### src/rtl/pwrdn_seq_pkg.sv
package pwrdn_seq_pkg;

    typedef enum logic [2:0] {
        PH_RUN,
        PH_QUAL,
        PH_SHUT,
        PH_DEEP,
        PH_WAKE
    } phase_e;

    localparam logic [7:0] SR_PRESET = 8'h80;

    function automatic int max2(input int a, input int b);
        return (a > b) ? a : b;
    endfunction

endpackage

### src/rtl/pwrdn_sync2.sv
module pwrdn_sync2 #(
    parameter logic RESET_VAL = 1'b1
) (
    input  logic clk,
    input  logic rst_n,
    input  logic d_async,
    output logic q_sync
);
    logic stage1_q;

    always_ff @(posedge clk) begin
        if (!rst_n) begin
            stage1_q <= RESET_VAL;
            q_sync   <= RESET_VAL;
        end else begin
            stage1_q <= d_async;
            q_sync   <= stage1_q;
        end
    end
endmodule

### src/rtl/pwrdn_timer.sv
module pwrdn_timer #(
    parameter int CW = 5
) (
    input  logic          clk,
    input  logic          rst_n,
    input  logic          clr,
    output logic [CW-1:0] cnt
);
    localparam logic [CW-1:0] CNT_TOP = '1;

    always_ff @(posedge clk) begin
        if (!rst_n)              cnt <= '0;
        else if (clr)            cnt <= '0;
        else if (cnt != CNT_TOP) cnt <= cnt + 1'b1;
    end
endmodule

### src/rtl/pwrdn_busy.sv
module pwrdn_busy (
    input  logic clk,
    input  logic rst_n,
    input  logic start_req,
    input  logic done,
    input  logic abort,
    output logic busy,
    output logic suspect
);
    logic start_ok;

    assign start_ok = start_req && !busy;

    always_ff @(posedge clk) begin
        if (!rst_n) begin
            busy    <= 1'b0;
            suspect <= 1'b0;
        end else begin
            if (abort)         busy <= 1'b0;
            else if (start_ok) busy <= 1'b1;
            else if (done)     busy <= 1'b0;

            if (abort)         suspect <= 1'b1;
            else if (start_ok) suspect <= 1'b0;
        end
    end
endmodule

### src/rtl/pwrdn_seq.sv
module pwrdn_seq
    import pwrdn_seq_pkg::*;
#(
    parameter int MIN_PULSE = 8,
    parameter int SHUT_CYC  = 16,
    parameter int RD_RECOV  = 10,
    parameter int WR_RECOV  = 20
) (
    input  logic       clk,
    input  logic       rst_n,
    input  logic       pd_pin_n,
    input  logic       op_start,
    input  logic       op_done,
    output logic       busy,
    output logic       data_suspect,
    output logic       abort_strobe,
    output logic       rd_valid,
    output logic       wr_allowed,
    output logic       out_hiz,
    output logic       pd_active,
    output logic       cmd_reset,
    output logic       sr_load,
    output logic [7:0] sr_value
);
    localparam int WAKE_LEN = max2(RD_RECOV, WR_RECOV);
    localparam int TMAX     = max2(max2(MIN_PULSE, SHUT_CYC), WAKE_LEN);
    localparam int CW       = $clog2(TMAX + 2);

    localparam logic [CW-1:0] QUAL_LAST = CW'(MIN_PULSE - 2);
    localparam logic [CW-1:0] SHUT_LAST = CW'(SHUT_CYC - 1);
    localparam logic [CW-1:0] WAKE_LAST = CW'(WAKE_LEN - 1);
    localparam logic [CW-1:0] RD_LIM    = CW'(RD_RECOV);
    localparam logic [CW-1:0] WR_LIM    = CW'(WR_RECOV);

    phase_e        state_q, state_d;
    logic          pin_s;
    logic [CW-1:0] cnt;
    logic          abort_take;
    logic          phase_change;

    pwrdn_sync2 #(.RESET_VAL(1'b1)) u_sync (
        .clk     (clk),
        .rst_n   (rst_n),
        .d_async (pd_pin_n),
        .q_sync  (pin_s)
    );

    assign phase_change = (state_d != state_q);

    pwrdn_timer #(.CW(CW)) u_timer (
        .clk   (clk),
        .rst_n (rst_n),
        .clr   (phase_change),
        .cnt   (cnt)
    );

    pwrdn_busy u_busy (
        .clk       (clk),
        .rst_n     (rst_n),
        .start_req (op_start && (state_q == PH_RUN)),
        .done      (op_done),
        .abort     (abort_take),
        .busy      (busy),
        .suspect   (data_suspect)
    );

    // state register
    always_ff @(posedge clk) begin
        if (!rst_n) state_q <= PH_RUN;
        else        state_q <= state_d;
    end

    // next phase
    always_comb begin
        state_d    = state_q;
        abort_take = 1'b0;
        unique case (state_q)
            PH_RUN: begin
                if (!pin_s) state_d = PH_QUAL;
            end
            PH_QUAL: begin
                if (pin_s) begin
                    state_d = PH_RUN;
                end else if (cnt == QUAL_LAST) begin
                    if (busy) begin
                        state_d    = PH_SHUT;
                        abort_take = 1'b1;
                    end else begin
                        state_d = PH_DEEP;
                    end
                end
            end
            PH_SHUT: begin
                if (cnt == SHUT_LAST) state_d = pin_s ? PH_WAKE : PH_DEEP;
            end
            PH_DEEP: begin
                if (pin_s) state_d = PH_WAKE;
            end
            PH_WAKE: begin
                if (!pin_s)                state_d = PH_QUAL;
                else if (cnt == WAKE_LAST) state_d = PH_RUN;
            end
            default: state_d = PH_RUN;
        endcase
    end

    // outputs
    always_comb begin
        rd_valid     = 1'b0;
        wr_allowed   = 1'b0;
        out_hiz      = 1'b0;
        pd_active    = 1'b0;
        cmd_reset    = 1'b0;
        abort_strobe = 1'b0;
        unique case (state_q)
            PH_RUN, PH_QUAL: begin
                rd_valid   = 1'b1;
                wr_allowed = 1'b1;
            end
            PH_SHUT: begin
                out_hiz      = 1'b1;
                abort_strobe = (cnt == '0);
            end
            PH_DEEP: begin
                out_hiz   = 1'b1;
                pd_active = 1'b1;
            end
            PH_WAKE: begin
                rd_valid   = (cnt >= RD_LIM);
                wr_allowed = (cnt >= WR_LIM);
                cmd_reset  = (cnt == '0);
            end
            default: begin
                out_hiz = 1'b1;
            end
        endcase
        sr_load  = cmd_reset;
        sr_value = cmd_reset ? SR_PRESET : 8'h00;
    end

endmodule

### config.mk
export PLATFORM = sky130hd
export DESIGN_NAME = pwrdn_seq
export DESIGN_NICKNAME = d
export VERILOG_FILES = /design/src/rtl/pwrdn_seq_pkg.sv /design/src/rtl/pwrdn_sync2.sv /design/src/rtl/pwrdn_timer.sv /design/src/rtl/pwrdn_busy.sv /design/src/rtl/pwrdn_seq.sv
export SDC_FILE = /design/constraint.sdc
export NUM_CORES = 1
export LEC_CHECK = 0
export ABC_AREA = 1
export BUFFER_PORTS_ARGS = -buffer_cell sky130_fd_sc_hd__buf_2
export CAP_MARGIN = 10
export CORE_MARGIN = 3
export CORE_UTILIZATION = 45
export DETAILED_ROUTE_END_ITERATION = 12
export PLACE_DENSITY = 0.69
export REMOVE_ABC_BUFFERS = 1
export SLEW_MARGIN = 20
export SYNTH_ARGS = -nofsm -noshare
export SYNTH_HDL_FRONTEND = slang
export SYNTH_SLANG_ARGS = --single-unit
### constraint.sdc
create_clock -name clk -period 3.2 [get_ports clk]
set_clock_uncertainty 0.05 [all_clocks]
set_input_delay 0.32 -clock clk [delete_from_list [all_inputs] [get_ports clk]]
set_output_delay 0.32 -clock clk [all_outputs]
set_load 0.1 [all_outputs]
# Yosys cells after proc, flatten, opt, wreduce, memory -nomap -nowiden
# Cells that the tools add are included.
totals:
  out_inout_bits: 17
  input_bits: 5
  register_bits: 12
  wordCells: 55
op_classes:
  muxes: 25
  bitwise: 1
  magnitude_cmp: 2
  n_addsub: 1
  eq_ne: 9
  reduce_logical: 11
ops:
  columns: ["cell", "count"]
  rows:
  - ["$mux 3", 8]
  - ["$pmux 3 s5", 1]
  - ["$mux 1", 13]
  - ["$mux 8", 1]
  - ["$eq 3x2->1 const B", 2]
  - ["$reduce_or 2->1", 3]
  - ["$add 5x1->5 const B", 1]
  - ["$eq 5x3->1 const B", 1]
  - ["$eq 5x4->1 const B", 1]
  - ["$eq 5x5->1 const B", 1]
  - ["$ge 5x4->1 const B", 1]
  - ["$ge 5x5->1 const B", 1]
  - ["$logic_not 5->1", 1]
  - ["$ne 5x5->1 const B", 1]
  - ["$pmux 1 s2", 2]
  - ["$reduce_bool 2->1", 2]
  - ["$eq 3x1->1 const B", 1]
  - ["$eq 3x3->1 const B", 1]
  - ["$logic_not 3->1", 1]
  - ["$ne 3x3->1", 1]
  - ["$reduce_or 3->1", 1]
  - ["$logic_and 1x1->1", 2]
  - ["$logic_not 1->1", 1]
  - ["$not 1->1", 1]

# Logic depth before layout (Yosys ltp)
depth:
  word_depth: 6
  depth_mapped: 12
  mapped_depth_nobuf: 12

# Hierarchy
# Synthesis repeated with hierarchy kept, for this count alone.
unflattened:
  cells_unflattened: 135
  area_unflattened_um2: 870.8
by_module_without_submodules:
  columns: ["module", "seq_area_each_um2", "instances", "area_per_inst_um2", "cells_per_inst"]
  rows:
  - ["pwrdn_seq", 60.1, 1, 480.5, 85]
  - ["pwrdn_timer", 100.1, 1, 246.5, 32]
  - ["pwrdn_busy", 40.0, 1, 88.8, 12]
  - ["pwrdn_sync2", 40.0, 1, 55.1, 6]

# Worst setup path before layout
# OpenSTA, ideal clock, no wires.
synth_timing:
  path_kind: "reg2out"
  from: "register u_timer.cnt[0]"
  to: "output port rd_valid"
  path_stages_with_launch: 5
  path_buffers: 0
  t_arrival_ps: 2864
  required_ps: 2830
  slack_ps: -34
  path_cell_list: "dfxtp_1 -> inv_1 -> ha_1 -> nor3_1 -> o31ai_1"
synth_via:
  elab_chain_cells: 2
synth_rtl:
  columns: ["element", "line", "rtl"]
  rows:
  - ["start, declared", "pwrdn_timer.sv:7", "output logic [CW-1:0] cnt"]
  - ["start signal, assigned", "pwrdn_timer.sv:14", "else if (cnt != CNT_TOP) cnt <= cnt + 1'b1;"]
  - ["$ge 5x4->1", "pwrdn_seq.sv:129", "rd_valid = (cnt >= RD_LIM);"]
  - ["$pmux 1 s2", "pwrdn_seq.sv:115", "unique case (state_q)"]
  - ["end, declared", "pwrdn_seq.sv:17", "output logic rd_valid,"]
# No other way between the ends.

# Worst setup path after layout
layout_timing:
  from: "register state_q[0]"
  to: "output port rd_valid"
layout_via:
  elab_chain_cells: 3
  elab_cells_between_ends: 5
  cone_classes: "2 x eq/ne; 1 x mux; 2 x reduce/logical"
layout_rtl:
  columns: ["element", "line", "rtl"]
  rows:
  - ["start, declared", "pwrdn_seq.sv:35", "phase_e state_q, state_d;"]
  - ["start signal, assigned", "pwrdn_seq.sv:70", "else state_q <= state_d;"]
  - ["$eq 3x1->1 / $logic_not 3->1 (equally long branches)", "pwrdn_seq.sv:115", null]
  - ["$reduce_or 2->1", "pwrdn_seq.sv:115", null]
  - ["$pmux 1 s2 (*)", "pwrdn_seq.sv:115", null]
# Every way passes the cells marked *; elsewhere a longest branch is shown, timed or not.

==> metrics.md <==
| Metric | Value |
|---|---|
| Status | `finished, final reports clean` |
| Worst Path Buf+Inv | `3` |
| Routed Antenna Nets | `0` |
| Die area | `about 2400 µm²` |
| N_diodes | `0` |
| Worst-path clk slew | `approximately 0.06 ns` |
| Synth cell types | `21` |
| First-pass GRT wire length | `2810 µm` |
| Period utilization | `between 60% and 70%` |
| Final HPWL DP | `between 1000 and 1500 µm` |
| Sink Count | `12` |
| Seq. cell area | `between 200 and 250 µm²` |
| Cells after Synth | `roughly 120` |
| Hold_ws | `about 0.19 ns` |
| Most common cell after layout, fill and taps aside | `nand2_1` |
| Mean Syn Cell Area | `approximately 6.8 µm²` |
| VDD IR max | `between 0.0002 and 0.00025 V` |
| Slowest CP cell | `buf_2` |
| Startpoint types | `flip-flop` |
| CP Cell Sequence | `inv_2 -> nand2_4 -> nor2_4 -> inv_1 -> o31ai_1 -> buf_2` |
| Routability cong. | `0.896` |
| Starting Density | `around half` |
| Hold Buf Count CTS | `0` |
| WP data required | `~2.8 ns` |
| RSZ-0062 raised after global routing | `false` |
| CP Max Fanout | `7` |
| Seq cells post-synth | `12` |
| First DRT Iteration DRCs | `5` |
| Worst-skew pair later-pin latency | `between 0.2 and 0.3 ns` |
| Final hold viol count | `0` |
| Clock Power Share | `a little over a quarter` |
| Worst EP arrival | `between 1.5 and 2 ns` |
| Max Cap Viol | `0` |
| Multi-input gate area | `around 470 µm²` |
| Critical Path Sink Type | `output pin` |
| CP peak stage delay | `between 0.4 and 0.5 ns` |
| Hold WC Path Type | `in2reg` |
| Max Transition Viols Final | `0` |
| Post-Route WL | `1650 µm` |
| CTS resizes | `0` |
| Number of instances in the placed design | `between 150 and 200` |
| Final Net Count | `between 100 and 150` |
| Switching share of power | `around 34%` |
| Most frequent cells in the layout | `nand2_1 (20), nor2_1 (17), inv_1 (16)` |
| Initial antenna violation count | `0` |
| Sequential Power Share | `about half` |
| Leak Pwr | `around 0.00046 µW` |
| Vias | `755` |
| WL per Instance | `~10 µm` |
| Setup violations, final | `0` |
| Comb power frac | `roughly a quarter` |
| Num CTS Buffers | `3` |
| # rows | `14` |
| FMAX | `0.498 GHz` |
| Largest net degree at the start of global routing | `8` |
| Layout area overhead | `9.41%` |
| Filler cell count | `between 150 and 200` |
| Drt first pass iters | `4` |
| Core ar. | `about 1600 µm²` |
| Die W | `about 49 µm` |
| Synth Warn # | `0` |
| Vias in the first global route | `roughly 680` |
| Cell Area, Synth | `approximately 820 µm²` |
| Top delay family on crit path | `buffers and inverters` |
| IO Port Bufs | `14` |
| Min Clock Period, post-route | `between 2 and 2.5 ns` |
| Clk root buf | `clkbuf_4` |
| GRT overflow | `0` |
| H-tree depth | `1` |
| GR Util All Layers | `about 14%` |
| Critical path class | `reg2out` |
| Die height | `48.8 µm` |
| Setup bufs post-CTS | `0` |
| # IOs | `22` |
| Seq/Total Area, Yosys | `about 29%` |
| Net Switching | `between 100 and 150 µW` |
| Drt drc | `0` |
| Share of post-route cells with drive strength above 1 | `between 20% and 30%` |
| Max clock buf depth | `2` |
| Non-Filler Instances | `around 160` |
| CTS tree | `done` |
| Via/cell ratio | `~4.7` |
| Internal power | `between 200 and 250 µW` |
| PD cells | `about 360 nW/µm²` |
[metrics by stage]
step / util, % / setup TNS (ns) / total power, µW / instance area (µm²) / worst slack (ns)
5_1_grt: 56.0 / 0 / 343 / 902 / 1.12
4_1_cts: 56.0 / 0 / 328 / 902 / 1.18
3_3_place_gp: 54.6 / 0 / 239 / 880 / 1.48
6_report: 56.0 / 0 / 324 / 902 / 1.19
2_1_floorplan: - / -4.55 / 230 / 779 / -1.51
3_5_place_dp: 54.6 / 0 / 241 / 880 / 1.38
[Yosys cell counts]
master / instances / area (µm²)
nand2_2: 3 / 18.8
o21ai_0: 5 / 25.0
ha_1: 5 / 62.6
nand4_1: 5 / 31.3
dfxtp_1: 12 / 240
buf_4: 9 / 67.6
nand2_1: 20 / 75.1
nor2_1: 17 / 63.8
nand2_4: 1 / 11.3
nand3_1: 7 / 35.0
or2_2: 2 / 12.5
xor2_1: 3 / 26.3
inv_1: 16 / 60.1
o31ai_1: 1 / 7.51
a31oi_1: 1 / 6.26
conb_1: 1 / 3.75
nor2_4: 2 / 22.5
a21oi_2: 1 / 8.76
nor3_1: 2 / 10.0
a21oi_1: 5 / 25.0
inv_2: 3 / 11.3
[routing by layer]
metal  wire length (µm)  part of all wire (%)  GRT usage, %
met2                706                    43          22.9
met3                123                   7.4          3.36
met5                  0                     0             0
met4                 21                   1.3          4.27
met1                801                    48          19.6
[layout make-up]
class	count	share of cell area (%)
Clock buffer	3	2.50
Inverter	19	7.91
Multi-Input combinational cell	87	51.9
Sequential cell	12	26.6
Tap cell	24	3.33
Timing Repair Buffer	14	7.77
[cells by family after synthesis]
group	Yosys count	share of synthesized area, %
AOI/OAI and AO/OA	13	8.80
xor gates and xnor gates	3	3.19
adders and majority gates	5	7.59
buffers and inverters	28	16.8
DFF	12	29.1
other	1	0.455
and+or+nand+nor	59	34.0
[power groups by stage]
stage	combinational (µW)	sequential (µW)	clock, µW
final	75.8	161	86.5
after global routing	82.3	162	99.0
after CTS	76.1	161	91.0
after detailed placement	75.8	165	0
after global placement	75.1	164	0
after floorplan	59.5	171	0
[state kept, by name, summed over array words and instances (netlist names)]
name             count
u_sync.q_sync        1
u_busy.busy          1
u_busy.suspect       1
u_sync.stage1_q      1
state_q              3
u_timer.cnt          5
[path summary, 6_finish.rpt]
| path | to | startpoint | slack (ns) | cells past startpoint |
|---|---|---|---|---|
| worst max register to register | u_timer.cnt[3] | u_timer.cnt[1] | 1.37 | 12 |
| worst min-delay path | u_sync.stage1_q | pd_pin_n | 0.19 | 2 |
| worst max-delay path | rd_valid | state_q[0] | 1.19 | 6 |
| worst min register to register | u_sync.q_sync | u_sync.stage1_q | 0.37 | 1 |
(Power assumes the default switching activity.)
